[src/rtl/ser_wr_pkg.sv]
package ser_wr_pkg;

   typedef enum logic [1:0] {
      SEQ_IDLE  = 2'd0,
      SEQ_CLOCK = 2'd1,
      SEQ_STROBE = 2'd2
   } seq_state_t;

endpackage

[src/rtl/sclk_tick_gen.sv]
module sclk_tick_gen #(
   parameter int HALF_DIV = 2
) (
   input  logic clk,
   input  logic rst_n,
   input  logic run,
   output logic tick
);

   generate
      if (HALF_DIV == 1) begin : g_direct
         // every cycle is a half-period boundary
         assign tick = run;
      end else begin : g_count
         localparam int CW = $clog2(HALF_DIV);
         localparam logic [CW-1:0] LAST = CW'(HALF_DIV - 1);
         logic [CW-1:0] cnt_q;

         always_ff @(posedge clk or negedge rst_n) begin
            if (!rst_n)
               cnt_q <= '0;
            else if (!run || cnt_q == LAST)
               cnt_q <= '0;
            else
               cnt_q <= cnt_q + 1'b1;
         end

         assign tick = run && (cnt_q == LAST);


         tick_spacing_chk: assert property (@(posedge clk) disable iff (!rst_n)
            (tick && run) |=> !tick);
      end
   endgenerate

endmodule

[src/rtl/frame_shifter.sv]
module frame_shifter #(
   parameter int W = 32
) (
   input  logic         clk,
   input  logic         rst_n,
   input  logic         load,
   input  logic         shift,
   input  logic [W-1:0] frame_in,
   output logic         sdo
);

   logic [W-1:0] sreg_q;

   always_ff @(posedge clk or negedge rst_n) begin
      if (!rst_n)
         sreg_q <= '0;
      else if (load)
         sreg_q <= frame_in;
      else if (shift)
         sreg_q <= {sreg_q[W-2:0], 1'b0};
   end

   assign sdo = sreg_q[W-1];


   first_bit_chk: assert property (@(posedge clk) disable iff (!rst_n)
      load |=> (sdo == $past(frame_in[W-1])));


   hold_chk: assert property (@(posedge clk) disable iff (!rst_n)
      (!load && !shift) |=> $stable(sdo));

endmodule

[src/rtl/frame_seq.sv]
module frame_seq
   import ser_wr_pkg::*;
#(
   parameter int FRAME_W = 32
) (
   input  logic clk,
   input  logic rst_n,
   input  logic start,
   input  logic tick,
   output logic load,
   output logic shift,
   output logic busy,
   output logic done,
   output logic sclk,
   output logic sen
);

   localparam int BW = $clog2(FRAME_W);
   localparam int RW = $clog2(FRAME_W + 1);
   localparam logic [BW-1:0] LAST_BIT = BW'(FRAME_W - 1);

   seq_state_t    state_q;
   logic [BW-1:0] bit_q;
   logic [RW-1:0] rise_q;
   logic          last_fall;

   assign load      = (state_q == SEQ_IDLE) && start;
   assign last_fall = (state_q == SEQ_CLOCK) && tick && sclk && (bit_q == LAST_BIT);
   assign shift     = (state_q == SEQ_CLOCK) && tick && sclk && (bit_q != LAST_BIT);

   always_ff @(posedge clk or negedge rst_n) begin
      if (!rst_n) begin
         state_q <= SEQ_IDLE;
         bit_q   <= '0;
         rise_q  <= '0;
         busy    <= 1'b0;
         done    <= 1'b0;
         sclk    <= 1'b0;
         sen     <= 1'b0;
      end else begin
         done <= 1'b0;
         unique case (state_q)
            SEQ_IDLE: begin
               if (start) begin
                  state_q <= SEQ_CLOCK;
                  bit_q   <= '0;
                  rise_q  <= '0;
                  busy    <= 1'b1;
                  sclk    <= 1'b0;
               end
            end
            SEQ_CLOCK: begin
               if (tick) begin
                  if (!sclk) begin
                     sclk   <= 1'b1;
                     rise_q <= rise_q + 1'b1;
                  end else begin
                     sclk <= 1'b0;
                     if (last_fall) begin
                        sen     <= 1'b1;
                        state_q <= SEQ_STROBE;
                     end else begin
                        bit_q <= bit_q + 1'b1;
                     end
                  end
               end
            end
            SEQ_STROBE: begin
               if (tick) begin
                  sen     <= 1'b0;
                  busy    <= 1'b0;
                  done    <= 1'b1;
                  state_q <= SEQ_IDLE;
               end
            end
            default: state_q <= SEQ_IDLE;
         endcase
      end
   end


   edge_count_chk: assert property (@(posedge clk) disable iff (!rst_n)
      $rose(sen) |-> (rise_q == RW'(FRAME_W)));


   sen_quiet_clk_chk: assert property (@(posedge clk) disable iff (!rst_n)
      sen |-> !sclk);


   sen_after_rise_chk: assert property (@(posedge clk) disable iff (!rst_n)
      $rose(sen) |-> $fell(sclk));


   done_pulse_chk: assert property (@(posedge clk) disable iff (!rst_n)
      done |=> !done);


   done_at_sen_fall_chk: assert property (@(posedge clk) disable iff (!rst_n)
      done |-> ($fell(sen) && !busy));


   idle_quiet_chk: assert property (@(posedge clk) disable iff (!rst_n)
      !busy |-> (!sclk && !sen));


   busy_hold_chk: assert property (@(posedge clk) disable iff (!rst_n)
      (busy && !done && (state_q != SEQ_STROBE)) |=> busy);

endmodule

[src/rtl/ser_wr_host.sv]
module ser_wr_host #(
   parameter int DATA_W   = 24,
   parameter int REG_W    = 5,
   parameter int CHIP_W   = 3,
   parameter int HALF_DIV = 2
) (
   input  logic              clk,
   input  logic              rst_n,
   input  logic              start,
   input  logic [DATA_W-1:0] wr_data,
   input  logic [REG_W-1:0]  wr_reg,
   input  logic [CHIP_W-1:0] wr_chip,
   output logic              busy,
   output logic              done,
   output logic              sclk,
   output logic              sdi,
   output logic              sen
);

   localparam int FRAME_W = DATA_W + REG_W + CHIP_W;


   generate
      if (HALF_DIV < 1) begin : g_bad_div
         $error("ser_wr_host: HALF_DIV must be at least 1");
      end
      if (DATA_W < 1 || REG_W < 1 || CHIP_W < 1) begin : g_bad_width
         $error("ser_wr_host: every field width must be at least 1");
      end
   endgenerate

   logic               tick;
   logic               load;
   logic               shift;
   logic [FRAME_W-1:0] frame;

   assign frame = {wr_data, wr_reg, wr_chip};

   sclk_tick_gen #(
      .HALF_DIV (HALF_DIV)
   ) u_tick (
      .clk   (clk),
      .rst_n (rst_n),
      .run   (busy),
      .tick  (tick)
   );

   frame_seq #(
      .FRAME_W (FRAME_W)
   ) u_seq (
      .clk   (clk),
      .rst_n (rst_n),
      .start (start),
      .tick  (tick),
      .load  (load),
      .shift (shift),
      .busy  (busy),
      .done  (done),
      .sclk  (sclk),
      .sen   (sen)
   );

   frame_shifter #(
      .W (FRAME_W)
   ) u_shift (
      .clk      (clk),
      .rst_n    (rst_n),
      .load     (load),
      .shift    (shift),
      .frame_in (frame),
      .sdo      (sdi)
   );


   sdi_high_stable_chk: assert property (@(posedge clk) disable iff (!rst_n)
      (sclk && $past(sclk)) |-> $stable(sdi));


   busy_rise_chk: assert property (@(posedge clk) disable iff (!rst_n)
      (!busy && start) |=> busy);

endmodule

[config.mk]
export PLATFORM = sky130hd
export DESIGN_NAME = ser_wr_host
export DESIGN_NICKNAME = d
export VERILOG_FILES = /design/src/rtl/ser_wr_pkg.sv /design/src/rtl/sclk_tick_gen.sv /design/src/rtl/frame_shifter.sv /design/src/rtl/frame_seq.sv /design/src/rtl/ser_wr_host.sv
export SDC_FILE = /design/constraint.sdc
export NUM_CORES = 1
export LEC_CHECK = 0
export BUFFER_PORTS_ARGS = -buffer_cell sky130_fd_sc_hd__buf_2
export CAP_MARGIN = 20
export CORE_MARGIN = 2
export CORE_UTILIZATION = 54
export CTS_CLUSTER_SIZE = 24
export DETAILED_ROUTE_END_ITERATION = 10
export MAX_ROUTING_LAYER = met4
export PLACE_DENSITY = 0.78
export SLEW_MARGIN = 10
export SYNTH_ARGS = -nofsm -noshare
export SYNTH_HDL_FRONTEND = slang
export SYNTH_SLANG_ARGS = --single-unit
[constraint.sdc]
create_clock -name clk -period 2.4 [get_ports clk]
set_input_delay 0.48 -clock clk [delete_from_list [all_inputs] [get_ports clk]]
set_output_delay 0.48 -clock clk [all_outputs]
set_load 0.02 [all_outputs]
# Word level (Yosys, flattened, before mapping)
# Index checks and enable logic that the tools add are counted.
# op_classes
n_mux	27
eq_ne	10
reduce_logical	18
n_addsub	2
# ops
operator	n
$mux W32	2
$mux W5	4
$reduce_and A5 Y1	3
$mux W1	11
$mux W2	5
$pmux W5 S2	1
$ne A2 B1 Y1 const B	4
$reduce_bool A2 Y1	4
$logic_and A1 B1 Y1	6
$pmux W1 S2	3
$pmux W2 S3	1
$reduce_and A3 Y1	2
$add A5 B1 Y5 const B	1
$eq A5 B5 Y1 const B	1
$ne A5 B5 Y1 const B	1
$ne A2 B2 Y1 const B	2
$eq A2 B1 Y1 const B	1
$eq A2 B2 Y1 const B	1
$logic_not A2 Y1	1
$add A1 B1 Y1 const B	1
$logic_not A1 Y1	1
$logic_or A1 B1 Y1	1
# totals
out_inout_bits	5
register_bits	44
in_bits	35
elab_cells	65

# Logic depth before layout (Yosys ltp)
# Gate-level depths: netlist (run 1).
# depth
ltp_word	8
depth_mapped	8
depth_no_buf	7

# Hierarchy
# Synthesis (run 1) repeated with hierarchy kept, for this count alone.
# hier_totals
hier_cells	195
hier_area_um2	2157.1
# modules_own_cells
mod	seq_area_each_um2	area_each_um2	cells_per_inst	instances
frame_shifter	800.8	1512.7	139	1
frame_seq	275.3	603.1	53	1
sclk_tick_gen	25.0	41.3	3	1

# Least setup slack after synthesis (run 1)
# No wires, ideal clock.
# synth_timing
path_type	flip-flop to flip-flop
from	reg u_seq.bit_q[0]
to	reg u_shift.sreg_q[22]
setup_ps	119
stages_incl_launch_ff	9
required_time_ps	2281
period_less_slack_ps	1837
path_slack_ps	563
arrival_ps	1718
cell_sequence	dfrtp_1 -> ha_1 -> inv_1 -> nor3_1 -> ha_1 -> nand4b_4 -> clkbuf_1 -> o32a_1 -> o21a_1
# synth_via
elab_chain_cells	3
# synth_rtl
item	line	source
from (decl)	frame_seq.sv:23	logic [BW-1:0] bit_q;
from (signal assigned)	frame_seq.sv:63	bit_q <= bit_q + 1'b1;
$ne A5 B5 Y1	frame_seq.sv:29	assign shift = (state_q == SEQ_CLOCK) && tick && sclk && (bit_q != LAST_BIT);
$logic_and A1 B1 Y1	frame_seq.sv:29	
$reduce_bool A2 Y1 (no source line)	n/a	
to (signal assigned)	frame_shifter.sv:18	sreg_q <= frame_in;
to (signal assigned)	frame_shifter.sv:20	sreg_q <= {sreg_q[W-2:0], 1'b0};
to (decl)	frame_shifter.sv:12	logic [W-1:0] sreg_q;
# No other way between the ends.
# A chain may end at the register's enable or synchronous reset.

# Final worst setup path (run 1)
# layout_timing
from	reg u_seq.bit_q[0]
to	reg u_shift.sreg_q[1]
# Same word-level chain as after synthesis.

==> impl_metrics.py, run 1 <==
metrics = {
    "worst_setup_path": {
        "path_class": "flop to flop",
        "r2r_start": "u_seq.bit_q[0]",
        "crit_fanout": 31,
        "reg2reg_depth": 8,
        "end_kind": "flop",
        "reg2reg_slack_ns": 0.33,
        "required_ns": 2.64,
        "arrival_ns": 2.31,
        "worstReg2RegEnd": "u_shift.sreg_q[1]",
        "startpoint": "u_seq.bit_q[0]",
        "start_kind": "flop",
    },
    "grt": {
        "track_usage_pct": 23.2,
        "first_global_vias": 1547,
        "grt_first_pass_wirelength_mm": 7.38,
        "grt_max_degree": 32,
        "antenna_found_initial": 0,
        "grt-ovfl-total": 0,
    },
    "timing": {
        "finalCritPeriodShare_pct": 86.1,
        "clock_skew_ns": 0.00656,
        "setup_viol": 0,
        "slew_violations": 0,
        "fmax_ghz": 0.484,
        "worst_pin_slew_ns": 0.640,
        "maxSlewHeadroom_pct": 57.3,
        "hold_viol": 0,
        "fin_crit_ns": 2.07,
        "setup_slack_ns": 0.333,
        "finalHoldWorstSlack_ns": 0.0226,
        "finalSetupTns_ns": 0,
        "rsz0062_at_grt": "no",
    },
    "routing": {
        "wl_met1_mm": 1.88,
        "wire_per_inst_um": 16.5,
        "route.met2.wl_mm": 2.11,
        "postRouteAntennaNets": 0,
        "wl_met3_um": 212,
        "finalWirelength_mm": 4.25,
        "drtPass1Iterations": 4,
        "drc": 0,
        "viasPerCell": 5.98,
        "topRoutingLayerUsed": "met4",
        "vias": 1544,
        "drt_iter0_drc": 74,
    },
    "place": {
        "post-dp-hpwl_mm": 3.14,
        "portBuffers": 39,
        "preCtsSetupSlack_ns": 0.331,
        "placedCellCount": 251,
        "gp_congestion": 0.764,
        "placed_area_um2": 2290,
    },
    "logic_synthesis": {
        "ys_seq_elements": 44,
        "syn_avg_cell_area_um2": 12.3,
        "synth-main-ff-cell": "dfrtp_1",
        "synth_edf_count": 0,
        "yosys_warnings": 0,
        "netlist_area_um2": 2100,
        "yosysSeqAreaShare_pct": 52.5,
        "yosysUniqueCellTypes": 36,
        "synthCells": 170,
        "syn-num-nets": 207,
        "synth_async_sr_flop_share_pct": 100,
    },
    "cts": {
        "post_cts_buffers": 0,
        "cts.clk_slew.worst_paths_ns": 0.08,
        "clockBufferDepth": 2,
        "clkLatencyLatePin_ns": 0.30,
        "ctsHoldBuffers": 0,
        "post_cts_resized": 0,
        "cts_made_buffers": 5,
        "root_buffer": "clkbuf_8",
        "tritoncts": "yes",
        "ctsHtreeMaxLevel": 2,
        "cts.sinks": 44,
    },
    "power_and_ir_drop": {
        "peakVddDrop_mv": 0.582,
        "switchingPower_mw": 0.940,
        "power_leakage_nw": 0.980,
        "swShare_pct": 33.5,
        "p_int_mw": 1.86,
        "total_power_mw": 2.80,
        "combPwrFrac_pct": 38.8,
        "power_density_nw_per_um2": 1170,
        "pwr-share-seq_pct": 43.7,
        "clock_power_share_pct": 17.5,
    },
    "floorplan": {
        "core_um2": 3690,
        "rows": 22,
        "design.die.area_um2": 4400,
        "die_w_um": 66.3,
        "dieHeight_um": 66.3,
        "initial_core_util_pct": 56.8,
        "io-pin-count": 40,
    },
    "final_layout": {
        "final_area_um2": 2390,
        "area_delta_synth_final_pct": 14.1,
        "n_fill_cell": 295,
        "diodes": 0,
        "final_core_util_pct": 64.8,
        "final_net_count": 247,
        "finalNonFillerCells": 258,
        "drive_gt1_share_pct": 27.1,
    },
    "job": {
        "cap_violations": 0,
    },
    "run_status": {
        "status": "finished clean",
    },
    "hold_path": {
        "hold_class": "input port to asynchronous set/reset pin",
    },
}
[registers in the layout, summed over array words and instances, names as in the netlist]
name	flops
u_shift.sreg_q	32
u_seq.bit_q	5
u_tick.g_count.cnt_q	1
u_seq.done	1
u_seq.sclk	1
u_seq.state_q	2
u_seq.sen	1
u_seq.busy	1
[placed cells by master, fill, tap and decap left out, types with 2 or more instances in the layout]
cell type / Yosys / layout
nor2_1: 4 / 4
o21ai_0: 5 / 5
o32a_1: 30 / 30
ha_1: 2 / 2
buf_4: 1 / 7
o22ai_1: 2 / 2
mux2i_1: 2 / 2
o211ai_1: 3 / 3
buf_2: 1 / 39
clkbuf_8: 0 / 7
o21ai_1: 2 / 2
o21a_1: 30 / 30
dfrtp_1: 44 / 44
inv_1: 7 / 7
nand2_1: 6 / 6
[worst max path at each step]
stage / to / slack (ns) / depth (start not counted)
final: u_shift.sreg_q[1] / 0.33 / 8
after global routing: u_seq.bit_q[3] / 0.16 / 8
after CTS: u_shift.sreg_q[1] / 0.32 / 8
after detailed placement: u_shift.sreg_q[24] / 0.33 / 8
after global placement: u_shift.sreg_q[14] / 0.41 / 8
after floorplan: u_shift.sreg_q[22] / 0.56 / 8
[cells in the mapped netlist (2+ instances only)]
| cell type | count | area [um^2] |
|---|---|---|
| nor2_1 | 4 | 15.0 |
| o32a_1 | 30 | 300 |
| buf_6 | 5 | 56.3 |
| buf_8 | 3 | 45.0 |
| o211ai_1 | 3 | 22.5 |
| clkbuf_1 | 4 | 15.0 |
| mux2i_1 | 2 | 20.0 |
| inv_1 | 7 | 26.3 |
| ha_1 | 2 | 25.0 |
| dfrtp_1 | 44 | 1100 |
| o21ai_0 | 5 | 25.0 |
| o21ai_1 | 2 | 10.0 |
| o21a_1 | 30 | 225 |
| o22ai_1 | 2 | 12.5 |
| nand2_1 | 6 | 22.5 |
[worst max-delay path: stages (launching register included)]
cell,delay [ns]
dfrtp_1,0.42
ha_1,0.20
inv_1,0.09
nor3_1,0.06
ha_1,0.21
nand4b_4,0.31
o21ai_4,0.29
buf_12,0.22
o221a_2,0.21
[logic make-up after synthesis]
family	synth area share [%]
buffers and inverters	7.40
xor gates and xnor gates	0.418
adders and majority gates	1.19
AOI/OAI and AO/OA	31.2
muxes	0.955
and+or+nand+nor	6.33
DFF	52.5
[layer usage]
metal | GRT usage [%] | vias up
li1 | - | 736
met4 | 6.89 | 0
met2 | 38.3 | 36
met5 | - | -
met1 | 27.4 | 765
met3 | 6.98 | 7
[power groups by stage]
stage	sequential, mW	clock, mW	combinational [mW]
floorplan	1.20	0	0.893
global placement	1.22	0	1.03
detailed placement	1.24	0	1.10
CTS	1.22	0.501	1.10
global route	1.26	0.532	1.21
finish	1.23	0.491	1.09
[cell type report]
class / instances / area, um^2 / area share, %
Sequential cell: 44 / 1100 / 46.0
Clock buffer: 7 / 96.3 / 4.03
Tap cell: 48 / 60.1 / 2.51
Multi-Input combinational cell: 105 / 840 / 35.1
Inverter: 7 / 26.3 / 1.10
Timing Repair Buffer: 47 / 268 / 11.2
No activity file was read; power rests on OpenSTA's default activity.
==> run 2: changes to the inputs <==
==> constraint.sdc (replaced) <==
create_clock -name clk -period 2.01 [get_ports clk]
set_input_delay 0.402 -clock clk [delete_from_list [all_inputs] [get_ports clk]]
set_output_delay 0.402 -clock clk [all_outputs]
set_load 0.02 [all_outputs]
==> run 2 against run 1 <==
Compared with the run above: via count grew 6.4%; count of clock-buffer cells in the layout grew 1; global-route usage decreased by 1.4 points; cell count is 4.3% higher.
==> impl_metrics.py, run 2 (synthesis gave the netlist of run 1 again) <==
metrics = {
    "run_status": {
        "status": "finished clean",
    },
    "routing": {
        "wire_per_inst_um": 16.4,
        "vias": 1643,
        "viasPerCell": 6.11,
        "postRouteAntennaNets": 0,
        "drtPass1Iterations": 4,
        "drt_iter0_drc": 85,
        "finalWirelength_mm": 4.41,
        "drc": 0,
    },
    "final_layout": {
        "area_delta_synth_final_pct": 19.7,
        "top_regs": "u_shift.sreg_q (32), u_seq.bit_q (5), u_seq.state_q (2)",
        "drive_gt1_share_pct": 30.8,
        "top_register": "u_shift.sreg_q",
        "final_net_count": 257,
        "layout_commonest_cell": "dfrtp_1",
        "largest_reg_flops": 32,
        "mostFrequentLayoutCells": "44 x dfrtp_1, 39 x buf_2, 30 x o32a_1, 30 x o21a_1, 11 x buf_4",
        "diodes": 0,
        "finalNonFillerCells": 269,
        "n_fill_cell": 295,
    },
    "floorplan": {
        "initial_core_util_pct": 56.8,
        "io-pin-count": 40,
        "design.die.area_um2": 4400,
        "rows": 22,
        "dieHeight_um": 66.3,
        "core_um2": 3690,
        "die_w_um": 66.3,
    },
    "power_and_ir_drop": {
        "peakVddDrop_mv": 0.708,
        "p_int_mw": 2.37,
        "pwr-share-seq_pct": 41.3,
        "combPwrFrac_pct": 42.8,
        "swShare_pct": 33.0,
        "clock_power_share_pct": 15.9,
        "power_density_nw_per_um2": 1410,
        "switchingPower_mw": 1.17,
        "power_leakage_nw": 1.03,
    },
    "timing": {
        "setup_viol": 0,
        "maxSlewHeadroom_pct": 66.0,
        "fin_crit_ns": 1.88,
        "slew_violations": 0,
        "finalSetupTns_ns": 0,
        "rsz0062_at_grt": "no",
        "finalCritPeriodShare_pct": 93.3,
        "hold_viol": 0,
        "fmax_ghz": 0.533,
        "worst_pin_slew_ns": 0.511,
        "clock_skew_ns": 0.00473,
    },
    "job": {
        "cap_violations": 0,
    },
    "worst_setup_path": {
        "worstReg2RegEnd": "u_shift.sreg_q[11]",
        "reg2reg_slack_ns": 0.13,
        "start_kind": "flop",
        "startpoint": "u_seq.bit_q[1]",
        "arrival_ns": 2.07,
        "critPathCapture": "u_shift.sreg_q[11]",
        "reg2reg_depth": 8,
        "required_ns": 2.20,
        "path_class": "flop to flop",
        "end_kind": "flop",
        "crit_fanout": 5,
        "r2r_start": "u_seq.bit_q[1]",
    },
    "cts": {
        "clockBufferDepth": 2,
        "ctsHtreeMaxLevel": 2,
        "ctsHoldBuffers": 0,
        "cts_made_buffers": 5,
        "cts.sinks": 44,
        "root_buffer": "clkbuf_8",
        "tritoncts": "yes",
        "clkLatencyLatePin_ns": 0.30,
        "cts.clk_slew.worst_paths_ns": 0.08,
    },
    "grt": {
        "grt_max_degree": 24,
        "first_global_vias": 1606,
        "grt-ovfl-total": 0,
        "grt_first_pass_wirelength_mm": 7.03,
        "track_usage_pct": 21.7,
        "antenna_found_initial": 0,
    },
    "place": {
        "gp_congestion": 0.757,
        "portBuffers": 39,
        "placedCellCount": 254,
        "post-dp-hpwl_mm": 3.02,
    },
    "hold_path": {
        "hold_class": "input port to asynchronous set/reset pin",
    },
}
[run 2: cell types whose count changed in the layout (fill, tap and decap cells not counted), sizes merged]
| cell | delta |
|---|---|
| clkbuf | +2 |
| buf | +8 |
| nand4b | +1 |
[run 2: worst max-delay path: stages (launching register included)]
cell      delay (ns)
dfrtp_1         0.40
ha_1            0.19
inv_1           0.08
nor3_1          0.05
ha_2            0.20
nand4b_4        0.25
buf_4           0.22
o32a_1          0.28
o21a_1          0.11
[run 2: layout make-up]
type	count	area [um^2]	share of cell area, %
inverters	7	26.3	1.05
flip-flops and latches	44	1100	43.9
clock buffers	8	90.1	3.59
multi-input cells	106	860	34.3
well taps	48	60.1	2.39
repair buffers	56	372	14.8
[run 2: power by group through the flow]
stage                     Sequential (mW)  Combinational [mW]  Clock [mW]
after CTS                            1.46                1.31       0.570
after global routing                 1.50                1.67       0.607
after detailed placement             1.47                1.30           0
final                                1.46                1.51       0.563
after global placement               1.45                1.24           0
after floorplan                      1.44                1.07           0
[run 2: layer usage]
metal | track usage [%] | wire length, um | vias up
met3 | 4.43 | 256 | 11
met5 | - | 0 | -
li1 | - | - | 768
met2 | 37.1 | 2220 | 53
met1 | 25.1 | 1850 | 811
met4 | 8.42 | 78 | 0
[run 2: what timing repair did]
action	in CTS	in global routing
endpoints found under the setup margin	0	34
resized for setup	0	8
buffers inserted	0	4
[run 2: worst min-delay path by stage]
stage,startpoint,to,slack [ns]
6_report,rst_n,u_shift.sreg_q[24],0.07
5_1_grt,rst_n,u_shift.sreg_q[24],0.09
4_1_cts,rst_n,u_shift.sreg_q[24],0.08
3_5_place_dp,rst_n,u_shift.sreg_q[24],0.40
3_3_place_gp,rst_n,u_shift.sreg_q[24],0.39
2_1_floorplan,rst_n,u_seq.bit_q[0],0.11
[run 2: metrics by stage]
stage	power, mW	util, %	area (um^2)	hold WS [ns]	setup slack, ns
floorplan	2.50	-	2100	0.106	0.173
global placement	2.69	62.8	2320	0.389	0.124
detailed placement	2.78	62.8	2320	0.404	0.0509
CTS	3.33	65.3	2410	0.0793	0.0351
global route	3.78	68.0	2510	0.0948	0.0306
finish	3.54	68.0	2510	0.0677	0.134
==> run 3: changes to the inputs <==
--- a/config.mk
+++ b/config.mk
@@ -9,6 +9,7 @@
 export CAP_MARGIN = 20
 export CORE_MARGIN = 2
 export CORE_UTILIZATION = 54
+export CTS_BUF_LIST = sky130_fd_sc_hd__clkbuf_4 sky130_fd_sc_hd__clkbuf_8 sky130_fd_sc_hd__clkbuf_16
 export CTS_CLUSTER_SIZE = 24
 export DETAILED_ROUTE_END_ITERATION = 10
 export MAX_ROUTING_LAYER = met4
==> run 3 against run 2 <==
Compared with the run above: sequential power about the same; design area up 0.20%; first-iteration DRC count up 13%; combinational power about the same; global-route usage up 0.15 points; total power up 0.69%; flip-flop and latch count unchanged; largest cell class unchanged; largest power group unchanged.
==> impl_metrics.py, run 3 (synthesis gave the netlist of run 1 again) <==
metrics = {
    "timing": {
        "worst_pin_slew_ns": 0.509,
        "fmax_ghz": 0.522,
        "fin_crit_ns": 1.92,
        "maxSlewHeadroom_pct": 66.1,
        "hold_viol": 0,
        "slew_violations": 0,
        "clock_skew_ns": 0.00535,
        "finalCritPeriodShare_pct": 95.3,
        "setup_viol": 0,
    },
    "hold_path": {
        "hold_class": "input port to asynchronous set/reset pin",
    },
    "worst_setup_path": {
        "path_class": "flop to flop",
        "crit_slowest_cell": "dfrtp_1",
        "arrival_ns": 2.11,
        "start_kind": "flop",
        "end_kind": "flop",
        "worstReg2RegEnd": "u_shift.sreg_q[11]",
        "reg2reg_depth": 8,
        "crit_path_cell_trace": "ha_1 > inv_1 > nor3_1 > ha_1 > nand4b_4 > buf_4 > o32a_1 > o21a_1",
        "crit_fanout": 5,
        "required_ns": 2.20,
        "slowest_delay_ns": 0.40,
        "cpMostUsedCell": "ha_1",
        "r2r_start": "u_seq.bit_q[1]",
        "reg2reg_slack_ns": 0.09,
    },
    "cts": {
        "ctsHoldBuffers": 0,
        "clkLatencyLatePin_ns": 0.30,
        "cts.clk_slew.worst_paths_ns": 0.08,
        "root_buffer": "clkbuf_8",
        "clockBufferDepth": 2,
        "ctsHtreeMaxLevel": 2,
        "cts.sinks": 44,
        "cts_made_buffers": 5,
        "tritoncts": "yes",
    },
    "final_layout": {
        "drive_gt1_share_pct": 31.2,
        "area_delta_synth_final_pct": 19.9,
        "regArea_um2": 1100,
        "n_fill_cell": 291,
        "top_regs": "u_shift.sreg_q (32), u_seq.bit_q (5), u_seq.state_q (2)",
        "top_register": "u_shift.sreg_q",
        "diodes": 0,
        "finalNonFillerCells": 269,
        "final_net_count": 257,
        "layout_commonest_cell": "dfrtp_1",
        "final_core_util_pct": 68.1,
        "largest_reg_flops": 32,
        "mostFrequentLayoutCells": "44 x dfrtp_1, 39 x buf_2, 30 x o32a_1, 30 x o21a_1, 11 x buf_4",
        "multi_input_comb_area_um2": 857,
    },
    "routing": {
        "wire_per_inst_um": 16.4,
        "finalWirelength_mm": 4.41,
        "postRouteAntennaNets": 0,
        "vias": 1610,
        "drt_iter0_drc": 96,
        "viasPerCell": 5.99,
        "drc": 0,
        "drtPass1Iterations": 4,
    },
    "grt": {
        "grt_first_pass_wirelength_mm": 7.07,
        "grt_max_degree": 24,
        "track_usage_pct": 21.9,
        "grt-ovfl-total": 0,
        "first_global_vias": 1611,
        "antenna_found_initial": 0,
    },
    "floorplan": {
        "initial_core_util_pct": 56.8,
        "design.die.area_um2": 4400,
        "die_w_um": 66.3,
        "rows": 22,
        "dieHeight_um": 66.3,
        "core_um2": 3690,
        "io-pin-count": 40,
    },
    "power_and_ir_drop": {
        "p_int_mw": 2.40,
        "power_leakage_nw": 1.04,
        "swShare_pct": 32.7,
        "peakVddDrop_mv": 0.708,
        "combPwrFrac_pct": 42.4,
        "clock_power_share_pct": 16.6,
        "power_density_nw_per_um2": 1420,
        "switchingPower_mw": 1.17,
        "pwr-share-seq_pct": 41.0,
    },
    "job": {
        "cap_violations": 0,
    },
    "place": {
        "portBuffers": 39,
        "post-dp-hpwl_mm": 3.02,
        "gp_congestion": 0.757,
        "placedCellCount": 254,
    },
    "run_status": {
        "status": "finished clean",
    },
}
==> run 3: cell counts in the layout (fill, tap and decap cells not counted) <==
No cell type changed its count.
==> run 3: through the flow <==
| stage | hold WS [ns] | instance area (um^2) | power, mW | TNS [ns] | worst slack (ns) |
|---|---|---|---|---|---|
| floorplan | 0.106 | 2100 | 2.50 | 0 | 0.173 |
| detailed placement | 0.404 | 2320 | 2.78 | 0 | 0.0509 |
| global placement | 0.389 | 2320 | 2.69 | 0 | 0.124 |
| global route | 0.0948 | 2510 | 3.80 | -0.00678 | -0.00568 |
| CTS | 0.0793 | 2410 | 3.36 | 0 | 0.0335 |
| finish | 0.0671 | 2510 | 3.57 | 0 | 0.0945 |
==> run 3: power by group through the flow <==
stage	clock [mW]	sequential [mW]	combinational, mW
finish	0.591	1.46	1.51
global route	0.636	1.50	1.66
CTS	0.598	1.46	1.31
detailed placement	0	1.47	1.30
global placement	0	1.45	1.24
floorplan	0	1.44	1.07
==> run 3: what timing repair did <==
action,CTS,global route
endpoints found under the setup margin,0,34
buffers inserted,0,4
resized for setup,0,7
==> run 3: worst max path at each step <==
stage               cells past startpoint  slack [ns]      startpoint                 end
floorplan                               8        0.17  u_seq.bit_q[0]  u_shift.sreg_q[22]
global placement                        8        0.12  u_seq.bit_q[0]  u_shift.sreg_q[24]
detailed placement                      8        0.05  u_seq.bit_q[0]  u_shift.sreg_q[24]
CTS                                     8        0.03  u_seq.bit_q[0]  u_shift.sreg_q[24]
global route                            8      -0.006  u_seq.bit_q[0]  u_shift.sreg_q[28]
finish                                  8        0.09  u_seq.bit_q[1]  u_shift.sreg_q[11]
==> run 3: routing by layer <==
metal / GRT usage, % / up-vias / wire [um]
met3: 4.43 / 9 / 211
met2: 37.5 / 38 / 2270
met4: 8.42 / 0 / 72
li1: - / 766 / -
met5: - / - / 0
met1: 25.3 / 797 / 1850
==> run 3: cell type report <==
type | count | area share (%)
Sequential cell | 44 | 43.8
Multi-Input combinational cell | 106 | 34.1
Timing Repair Buffer | 56 | 14.8
Clock buffer | 8 | 3.88
Tap cell | 48 | 2.39
Inverter | 7 | 1.05
==> run 3: critical path: cells and delay by family (launching register included) <==
kind	cells	cell delay, ns
and+or+nand+nor	2	0.31
adders and majority gates	2	0.41
buffers and inverters	2	0.29
DFF	1	0.40
AOI/OAI and AO/OA	2	0.39
